[src/rtl/fxp_pkg.sv]
package fxp_pkg;
  typedef enum logic { Q_TRUNC, Q_ROUND } qmode_e;
  typedef enum logic [1:0] { O_WRAP, O_SAT, O_FLAG } omode_e;
endpackage

[src/rtl/fxp_view.sv]
// Relabels raw bits in the view signedness and extends them; bits are unchanged.
module fxp_view #(
  parameter int IN_W        = 43,
  parameter int EW          = 45,
  parameter bit VIEW_SIGNED = 1'b1
) (
  input  logic [IN_W-1:0]        raw,
  output logic signed [EW-1:0]   ext
);
  generate
    if (VIEW_SIGNED) begin : g_signed
      assign ext = {{(EW-IN_W){raw[IN_W-1]}}, raw};
    end else begin : g_unsigned
      assign ext = {{(EW-IN_W){1'b0}}, raw};
    end
  endgenerate
endmodule

[src/rtl/fxp_requant.sv]
// Moves the view value to the output binary point with truncation or rounding.
module fxp_requant #(
  parameter int             EW    = 45,
  parameter int             SH    = 14,
  parameter fxp_pkg::qmode_e QMODE = fxp_pkg::Q_ROUND
) (
  input  logic signed [EW-1:0] ext,
  output logic signed [EW-1:0] q
);
  localparam logic signed [EW-1:0] ONE = {{(EW-1){1'b0}}, 1'b1};

  generate
    if (SH > 0) begin : g_down
      if (QMODE == fxp_pkg::Q_ROUND) begin : g_round
        localparam logic signed [EW-1:0] HALF = ONE <<< (SH - 1);
        logic signed [EW-1:0] biased;
        // negative values take half minus one so the floor shift moves ties away from zero
        assign biased = ext + (ext[EW-1] ? (HALF - ONE) : HALF);
        assign q      = biased >>> SH;
      end else begin : g_trunc
        assign q = ext >>> SH;
      end
    end else if (SH == 0) begin : g_same
      assign q = ext;
    end else begin : g_up
      assign q = ext <<< (-SH);
    end
  endgenerate
endmodule

[src/rtl/fxp_clamp.sv]
// Range test against the output format and the overflow policy on the data word.
module fxp_clamp #(
  parameter int              EW         = 45,
  parameter int              OUT_W      = 16,
  parameter bit              OUT_SIGNED = 1'b1,
  parameter fxp_pkg::omode_e OMODE      = fxp_pkg::O_SAT
) (
  input  logic signed [EW-1:0] q,
  output logic [OUT_W-1:0]     y,
  output logic                 over
);
  localparam logic signed [EW-1:0] ONE  = {{(EW-1){1'b0}}, 1'b1};
  localparam logic signed [EW-1:0] MAXV = OUT_SIGNED ? ((ONE <<< (OUT_W-1)) - ONE)
                                                     : ((ONE <<< OUT_W) - ONE);
  localparam logic signed [EW-1:0] MINV = OUT_SIGNED ? -(ONE <<< (OUT_W-1))
                                                     : {EW{1'b0}};

  logic above, below;
  assign above = q > MAXV;
  assign below = q < MINV;
  assign over  = above | below;

  generate
    if (OMODE == fxp_pkg::O_SAT) begin : g_sat
      always_comb begin
        if (above)      y = MAXV[OUT_W-1:0];
        else if (below) y = MINV[OUT_W-1:0];
        else            y = q[OUT_W-1:0];
      end
    end else begin : g_wrap
      assign y = q[OUT_W-1:0];
    end
  endgenerate
endmodule

[src/rtl/fxp_narrow_stage.sv]
module fxp_narrow_stage #(
  parameter int              IN_W        = 43,
  parameter int              VIEW_FRAC   = 27,
  parameter bit              VIEW_SIGNED = 1'b1,
  parameter int              OUT_W       = 16,
  parameter int              OUT_FRAC    = 13,
  parameter bit              OUT_SIGNED  = 1'b1,
  parameter fxp_pkg::qmode_e QMODE       = fxp_pkg::Q_ROUND,
  parameter fxp_pkg::omode_e OMODE       = fxp_pkg::O_SAT
) (
  input  logic             clk,
  input  logic             rst_n,
  input  logic             in_valid,
  output logic             in_ready,
  input  logic [IN_W-1:0]  in_data,
  output logic             out_valid,
  input  logic             out_ready,
  output logic [OUT_W-1:0] out_data,
  output logic             out_ovf
);
  localparam int SH   = VIEW_FRAC - OUT_FRAC;
  localparam int LSH  = (SH < 0) ? -SH : 0;
  localparam int EW_A = IN_W + 2 + LSH;
  localparam int EW   = (EW_A > OUT_W + 2) ? EW_A : OUT_W + 2;

  logic signed [EW-1:0] ext, q;
  logic [OUT_W-1:0]     y;
  logic                 over;

  fxp_view #(.IN_W(IN_W), .EW(EW), .VIEW_SIGNED(VIEW_SIGNED)) u_view (
    .raw(in_data), .ext(ext)
  );

  fxp_requant #(.EW(EW), .SH(SH), .QMODE(QMODE)) u_requant (
    .ext(ext), .q(q)
  );

  fxp_clamp #(.EW(EW), .OUT_W(OUT_W), .OUT_SIGNED(OUT_SIGNED), .OMODE(OMODE)) u_clamp (
    .q(q), .y(y), .over(over)
  );

  assign in_ready = !out_valid || out_ready;

  always_ff @(posedge clk or negedge rst_n) begin
    if (!rst_n) begin
      out_valid <= 1'b0;
      out_data  <= '0;
      out_ovf   <= 1'b0;
    end else if (in_valid && in_ready) begin
      out_valid <= 1'b1;
      out_data  <= y;
      out_ovf   <= (OMODE == fxp_pkg::O_FLAG) && over;
    end else if (out_ready) begin
      out_valid <= 1'b0;
      out_ovf   <= 1'b0;
    end
  end

  // a stalled output word is frozen
  a_r9_hold: assert property (@(posedge clk) disable iff (!rst_n)
    out_valid && !out_ready |=> out_valid && $stable(out_data) && $stable(out_ovf));

  // an accepted word is presented after one edge
  a_r8_accept: assert property (@(posedge clk) disable iff (!rst_n)
    in_valid && in_ready |=> out_valid);

  // valid only drops after a transfer
  a_r8_drop: assert property (@(posedge clk) disable iff (!rst_n)
    $fell(out_valid) |-> $past(out_ready));

  // the flag only travels with a valid word
  a_r6_flag_valid: assert property (@(posedge clk) disable iff (!rst_n)
    out_ovf |-> out_valid);
endmodule

[config.mk]
export PLATFORM = sky130hd
export DESIGN_NAME = fxp_narrow_stage
export DESIGN_NICKNAME = d
export VERILOG_FILES = /design/src/rtl/fxp_pkg.sv /design/src/rtl/fxp_view.sv /design/src/rtl/fxp_requant.sv /design/src/rtl/fxp_clamp.sv /design/src/rtl/fxp_narrow_stage.sv
export SDC_FILE = /design/constraint.sdc
export NUM_CORES = 1
export LEC_CHECK = 0
export BUFFER_PORTS_ARGS = -buffer_cell sky130_fd_sc_hd__buf_4
export CAP_MARGIN = 30
export CORE_UTILIZATION = 50
export DETAILED_ROUTE_END_ITERATION = 10
export HOLD_SLACK_MARGIN = 0.05
export PLACE_DENSITY = 0.75
export SLEW_MARGIN = 10
export SYNTH_ARGS = -nofsm -noshare
export SYNTH_HDL_FRONTEND = slang
export SYNTH_HIERARCHICAL = 1
export SYNTH_SLANG_ARGS = --single-unit
[constraint.sdc]
create_clock -name clk -period 3.2 [get_ports clk]
set_clock_uncertainty 0.15 [all_clocks]
set_input_delay 0.32 -clock clk [delete_from_list [all_inputs] [get_ports clk]]
set_output_delay 0.32 -clock clk [all_outputs]
set_load 0.02 [all_outputs]
==> reports/metrics.yaml, run 1 <==
firstDrtPassIters: 4
grt_overflow_total: 0
synthCells: 305
synth.net_count: 365
clk_pin_slew_ps: 60
worstSetupPathType: "input port to flip-flop"
maxCapViolCount: 0
pre_cts_ws_ps: -555
fin_area_um2: 3860
ir_drop_mv: 0.213
fin_crit_sh_pct: 107
grt_use_met2_pct: 41.7
h-tree-depth: 1
placed_area_um2: 3270
fin_ws_ps: -215
grt_max_degree: 18
areaGrowthSynthToFinish_pct: 40.5
setup_viol_count_final: 15
powerDensity_nw_per_um2: 228
viasPerCell: 5.58
wire_per_inst_um: 15.0
dp_hpwl_mm: 4.62
hold_violations: 0
synth_area_um2: 2750
fillerInstances: 362
place.gp.congestion: 0.829
antenna_cells: 0
grt_pass1_vias: 2354
worstSkewPairLatency_ps: 250
cts_buffer_depth: 2
grt_pass1_wl_mm: 10.6
crit_path_start_kind: "input port"
met1_usage_pct: 25.8
totalWireLength_mm: 6.54
hold_class: "input port to flip-flop"
dr.first_iter.drc_count: 99
core_um2: 5200
worstPathMaxFanout: 8
cts_buffers: 3
routed-via-count: 2428
cts_num_sinks: 17
drv_slew: 0
root_buffer: "clkbuf_8"
antenna_found_initial: 0
final_util_pct: 74.2
dieArea_um2: 5800
arrival_ps: 3400
crit_chain: "buf_4, ha_4, and3_4, and2_1, o311a_1, a41o_2, buf_4, clkbuf_16, nand3_2, xnor2_1, nor4_4, nand4_2, buf_12, nor4_2, o2bb2ai_1, mux2_4"
max_stage_delay_ps: 350
drive_gt1_share_pct: 57.0
cpMostUsedCell: "buf_4"
final_antenna_net_count: 0
required_ps: 3180
endpoint_kind: "flip-flop"
die_w_um: 76.1
rsz0062_at_grt: "true"
hold_slack_ps: 135
use_met3_pct: 1.08
multi_input_area_um2: 2100
period_needed_ps: 3410
busiest_layer: "met2"
avgSynthCellArea_um2: 9.01
status: "finished, violations left"
numPortBuffers: 64
cts_tree: "yes"
ios: 66
drt_drc_violations_left: 0
register_area_um2: 425
start_util_pct: 52.8
nets: 426
clock.fmax_ghz: 0.293
die-height_um: 76.1
cellLeakagePower_uw: 0.00165
grt_use_total_pct: 22.2
rows: 26
slowest_stage: "o311a_1"
setup_tns_ps: -2530
violations: "setup timing"
ys_warn_count: 6
## area by class of cell
cell class | count | area share, %
Sequential cell | 17 | 11.0
Clock buffer | 4 | 1.17
Inverter | 5 | 0.486
Tap cell | 70 | 2.27
Multi-Input combinational cell | 210 | 54.4
Timing Repair Buffer | 129 | 30.6
## worst paths after layout
check / start / to / slack [ps] / cells after the start
min in group asynchronous: rst_n / out_data[9] / 320 / 2
worst min-delay path: in_valid / out_valid / 130 / 2
worst max register to register: out_valid / out_data[14] / 1850 / 3
worst min register to register: out_data[11] / out_data[11] / 360 / 1
worst max-delay path: in_data[9] / out_data[0] / -210 / 16
max in group asynchronous: rst_n / out_valid / 2400 / 2
## flip-flops by register name (all words and copies together) (netlist names)
signal and flops:
out_data 16, out_valid 1
## per-layer routing
metal / part of all wire [%] / wire length (um)
met4: 2.1 / 138
met1: 41 / 2710
met2: 53 / 3480
met3: 3.2 / 209
met5: 0 / 0
## cells in the final DEF (no fill, tap or decap), drive strengths merged, types with 2 or more instances in the layout
master   count
a211oi       3
a21boi       2
a21o         4
a21oi        6
and2         3
and3         8
and4         4
buf        127
clkbuf       5
dfrtp       17
ha          13
inv          5
mux2        16
nand2       12
nand3       13
nand4       18
nor2         8
nor2b        2
nor3        10
nor4        28
o21ai        3
o2bb2ai     15
xnor2       15
xor2        13
## power breakdown
part           switching [uW]  total (uW)  internal [uW]
Combinational             214         460            247
Clock                    65.7         154           88.3
Sequential               19.3         265            246
Total                     299         880            581
## critical path, delay by kind of cell
| kind | cells | cell delay, ps |
|---|---|---|
| AO/OA/AOI/OAI | 3 | 730 |
| buffers and inverters | 4 | 620 |
| adder cells (fa/ha/maj) | 1 | 230 |
| XOR/XNOR | 1 | 110 |
| AND/OR/NAND/NOR | 6 | 1080 |
| multiplexers | 1 | 290 |
## stage by stage
step,cells,power (uW)
floorplan,305,557
global placement,408,663
detailed placement,408,673
CTS,431,868
global route,435,930
finish,435,880
## timing repair
action	4_1_cts	5_1_grt
gates cloned	5	1
hold buffers	1	0
resized for setup	35	15
setup buffers	13	4
setup endpoints to repair	15	15
pin swaps	23	8
hold endpoints to repair	17	0
(Power assumes the default switching activity.)
==> inputs of run 2 (changes only) <==
--- a/config.mk
+++ b/config.mk
@@ -11,6 +11,7 @@
 export DETAILED_ROUTE_END_ITERATION = 10
 export HOLD_SLACK_MARGIN = 0.05
 export PLACE_DENSITY = 0.75
+export SETUP_SLACK_MARGIN = 0.2
 export SLEW_MARGIN = 10
 export SYNTH_ARGS = -nofsm -noshare
 export SYNTH_HDL_FRONTEND = slang
==> constraint.sdc (replaced) <==
create_clock -name clk -period 3.2 [get_ports clk]
set_clock_uncertainty 0.15 [all_clocks]
set_input_delay 0.32 -clock clk [delete_from_list [all_inputs] [get_ports clk]]
set_output_delay 0.32 -clock clk [all_outputs]
set_load 0.01 [all_outputs]
==> reports/metrics.yaml, run 2 (synthesized netlist as in run 1, its figures left out) <==
powerDensity_nw_per_um2: 224
required_ps: 3190
min_path_cells: 2
hold_path_end: "out_valid"
p_sw_share_pct: 32.0
dp_hpwl_mm: 4.62
die_w_um: 76.1
cts_tree: "yes"
grt_use_total_pct: 22.2
die-height_um: 76.1
regMostFlops: "out_data"
multi_input_area_um2: 2070
hold_violations: 0
violations: "setup timing"
nets: 423
crit_chain: "buf_4, ha_4, and3_4, and2_1, o311a_1, a41o_2, buf_12, nand3_2, xnor2_2, nor4_2, nand4_2, buf_6, buf_16, nor4_2, o2bb2ai_1, mux2_2"
arrival_ps: 3360
fin_ws_ps: -174
max_stage_delay_ps: 350
final_util_pct: 73.0
total_power_uw: 851
clk_pin_slew_ps: 60
ff2ff_path_depth: 3
top_regs: "out_data (16), out_valid (1)"
wire_per_inst_um: 14.7
switching_power_uw: 273
min_from: "in_valid"
ios: 66
grt_pass1_vias: 2354
start_util_pct: 52.8
crit_path_start_kind: "input port"
routed-via-count: 2421
worstSkewPairLatency_ps: 250
rows: 26
mostFrequentLayoutCell: "buf_4"
cellLeakagePower_uw: 0.00161
grt_pass1_wl_mm: 10.6
firstDrtPassIters: 4
reg2reg_to: "out_data[14]"
sequentialPowerShare_pct: 31.2
drv_slew: 0
ir_drop_mv: 0.207
largest_reg_flops: 16
drive_gt1_share_pct: 55.8
worstPathMaxFanout: 13
fillerInstances: 366
maxCapViolCount: 0
dr.first_iter.drc_count: 118
setup_viol_count_final: 15
h-tree-depth: 1
endpoint_kind: "flip-flop"
register_area_um2: 425
cpMostUsedCell: "nor4_2"
final_antenna_net_count: 0
fin_crit_sh_pct: 105
timing.rr.start: "out_valid"
status: "finished, violations left"
reg2reg_slack_ps: 1850
power_frac_comb_pct: 50.6
intPower_uw: 579
place.gp.congestion: 0.829
root_buffer: "clkbuf_8"
antenna_cells: 0
antenna_found_initial: 0
worstSetupPathType: "input port to flip-flop"
areaGrowthSynthToFinish_pct: 38.2
numPortBuffers: 64
grt_overflow_total: 0
grt_max_degree: 18
critPathLaunch: "in_data[9]"
hold_class: "input port to flip-flop"
rsz0062_at_grt: "true"
cts_buffer_depth: 2
cts_num_sinks: 17
cts_buffers: 3
dieArea_um2: 5800
totalWireLength_mm: 6.36
pwr-share-clk_pct: 18.2
slowest_stage: "o311a_1"
core_um2: 5200
period_needed_ps: 3370
viasPerCell: 5.60
layout_common_cells: "buf_4 (107), nor4_2 (18), dfrtp_1 (17), nand4_1 (17), o2bb2ai_1 (14)"
drt_drc_violations_left: 0
clock.fmax_ghz: 0.296
## run 2: cell types whose count changed in the layout (fill, tap and decap cells not counted), moves of 2 or more
cell and change:
nor4_4 -2, buf_6 -2, xnor2_2 -2, xnor2_1 +2, nor4_2 +2
## run 2: metrics by stage
stage               hold slack (ps)  std cells  setup WS, ps  instance area [um2]  setup TNS [ps]
floorplan                      -126        305          -347                 2910           -4470
global placement               40.3        408          -487                 3270           -6630
detailed placement             41.1        408          -555                 3270           -7420
CTS                             136        431          -135                 3750           -1220
global route                    144        432          -349                 3800           -4270
finish                          133        432          -174                 3800           -1840
## run 2: how the worst max path moves through the flow
stage | end | slack, ps | cells past startpoint
2_1_floorplan | out_data[6] | -350 | 15
3_3_place_gp | out_data[2] | -490 | 15
3_5_place_dp | out_data[11] | -550 | 14
4_1_cts | out_data[13] | -140 | 16
5_1_grt | out_data[10] | -350 | 17
6_report | out_data[13] | -170 | 16
## run 2: what timing repair did
item | in CTS | in global routing
hold buffers | 1 | 0
pin swaps | 23 | 8
resized for setup | 35 | 8
cloned | 5 | 0
setup endpoints to repair | 15 | 15
buffers inserted | 13 | 1
hold endpoints to repair | 17 | 0
## run 2: routing by layer
metal  vias up  wire length (um)  global-route usage [%]
met5         -                 0                       0
met4         0               150                    10.2
met3        10               211                    1.08
met2        66              3370                    41.7
met1      1145              2630                    25.8
li1       1200                 -                       -
## run 2: area by class of cell
| cell class | count | share of cell area (%) |
|---|---|---|
| sequential | 17 | 11.2 |
| timing repair buffer | 126 | 30.4 |
| inverter | 5 | 0.494 |
| tap | 70 | 2.31 |
| multi-input combinational | 210 | 54.4 |
| clock buffer | 4 | 1.19 |
## run 2: worst max-delay path, delay by kind of cell
| kind | cells | cell delay, ps |
|---|---|---|
| AND/OR/NAND/NOR | 6 | 1160 |
| XOR/XNOR | 1 | 80 |
| buffers and inverters | 4 | 580 |
| multiplexers | 1 | 270 |
| AO/OA/AOI/OAI | 3 | 720 |
| adder cells (fa/ha/maj) | 1 | 230 |
## run 2: power by group through the flow
| stage | Clock (uW) | Sequential [uW] | Combinational (uW) |
|---|---|---|---|
| detailed placement | 0 | 268 | 378 |
| CTS | 156 | 265 | 421 |
| finish | 155 | 266 | 430 |
| global placement | 0 | 267 | 370 |
| floorplan | 0 | 280 | 252 |
| global route | 170 | 269 | 461 |
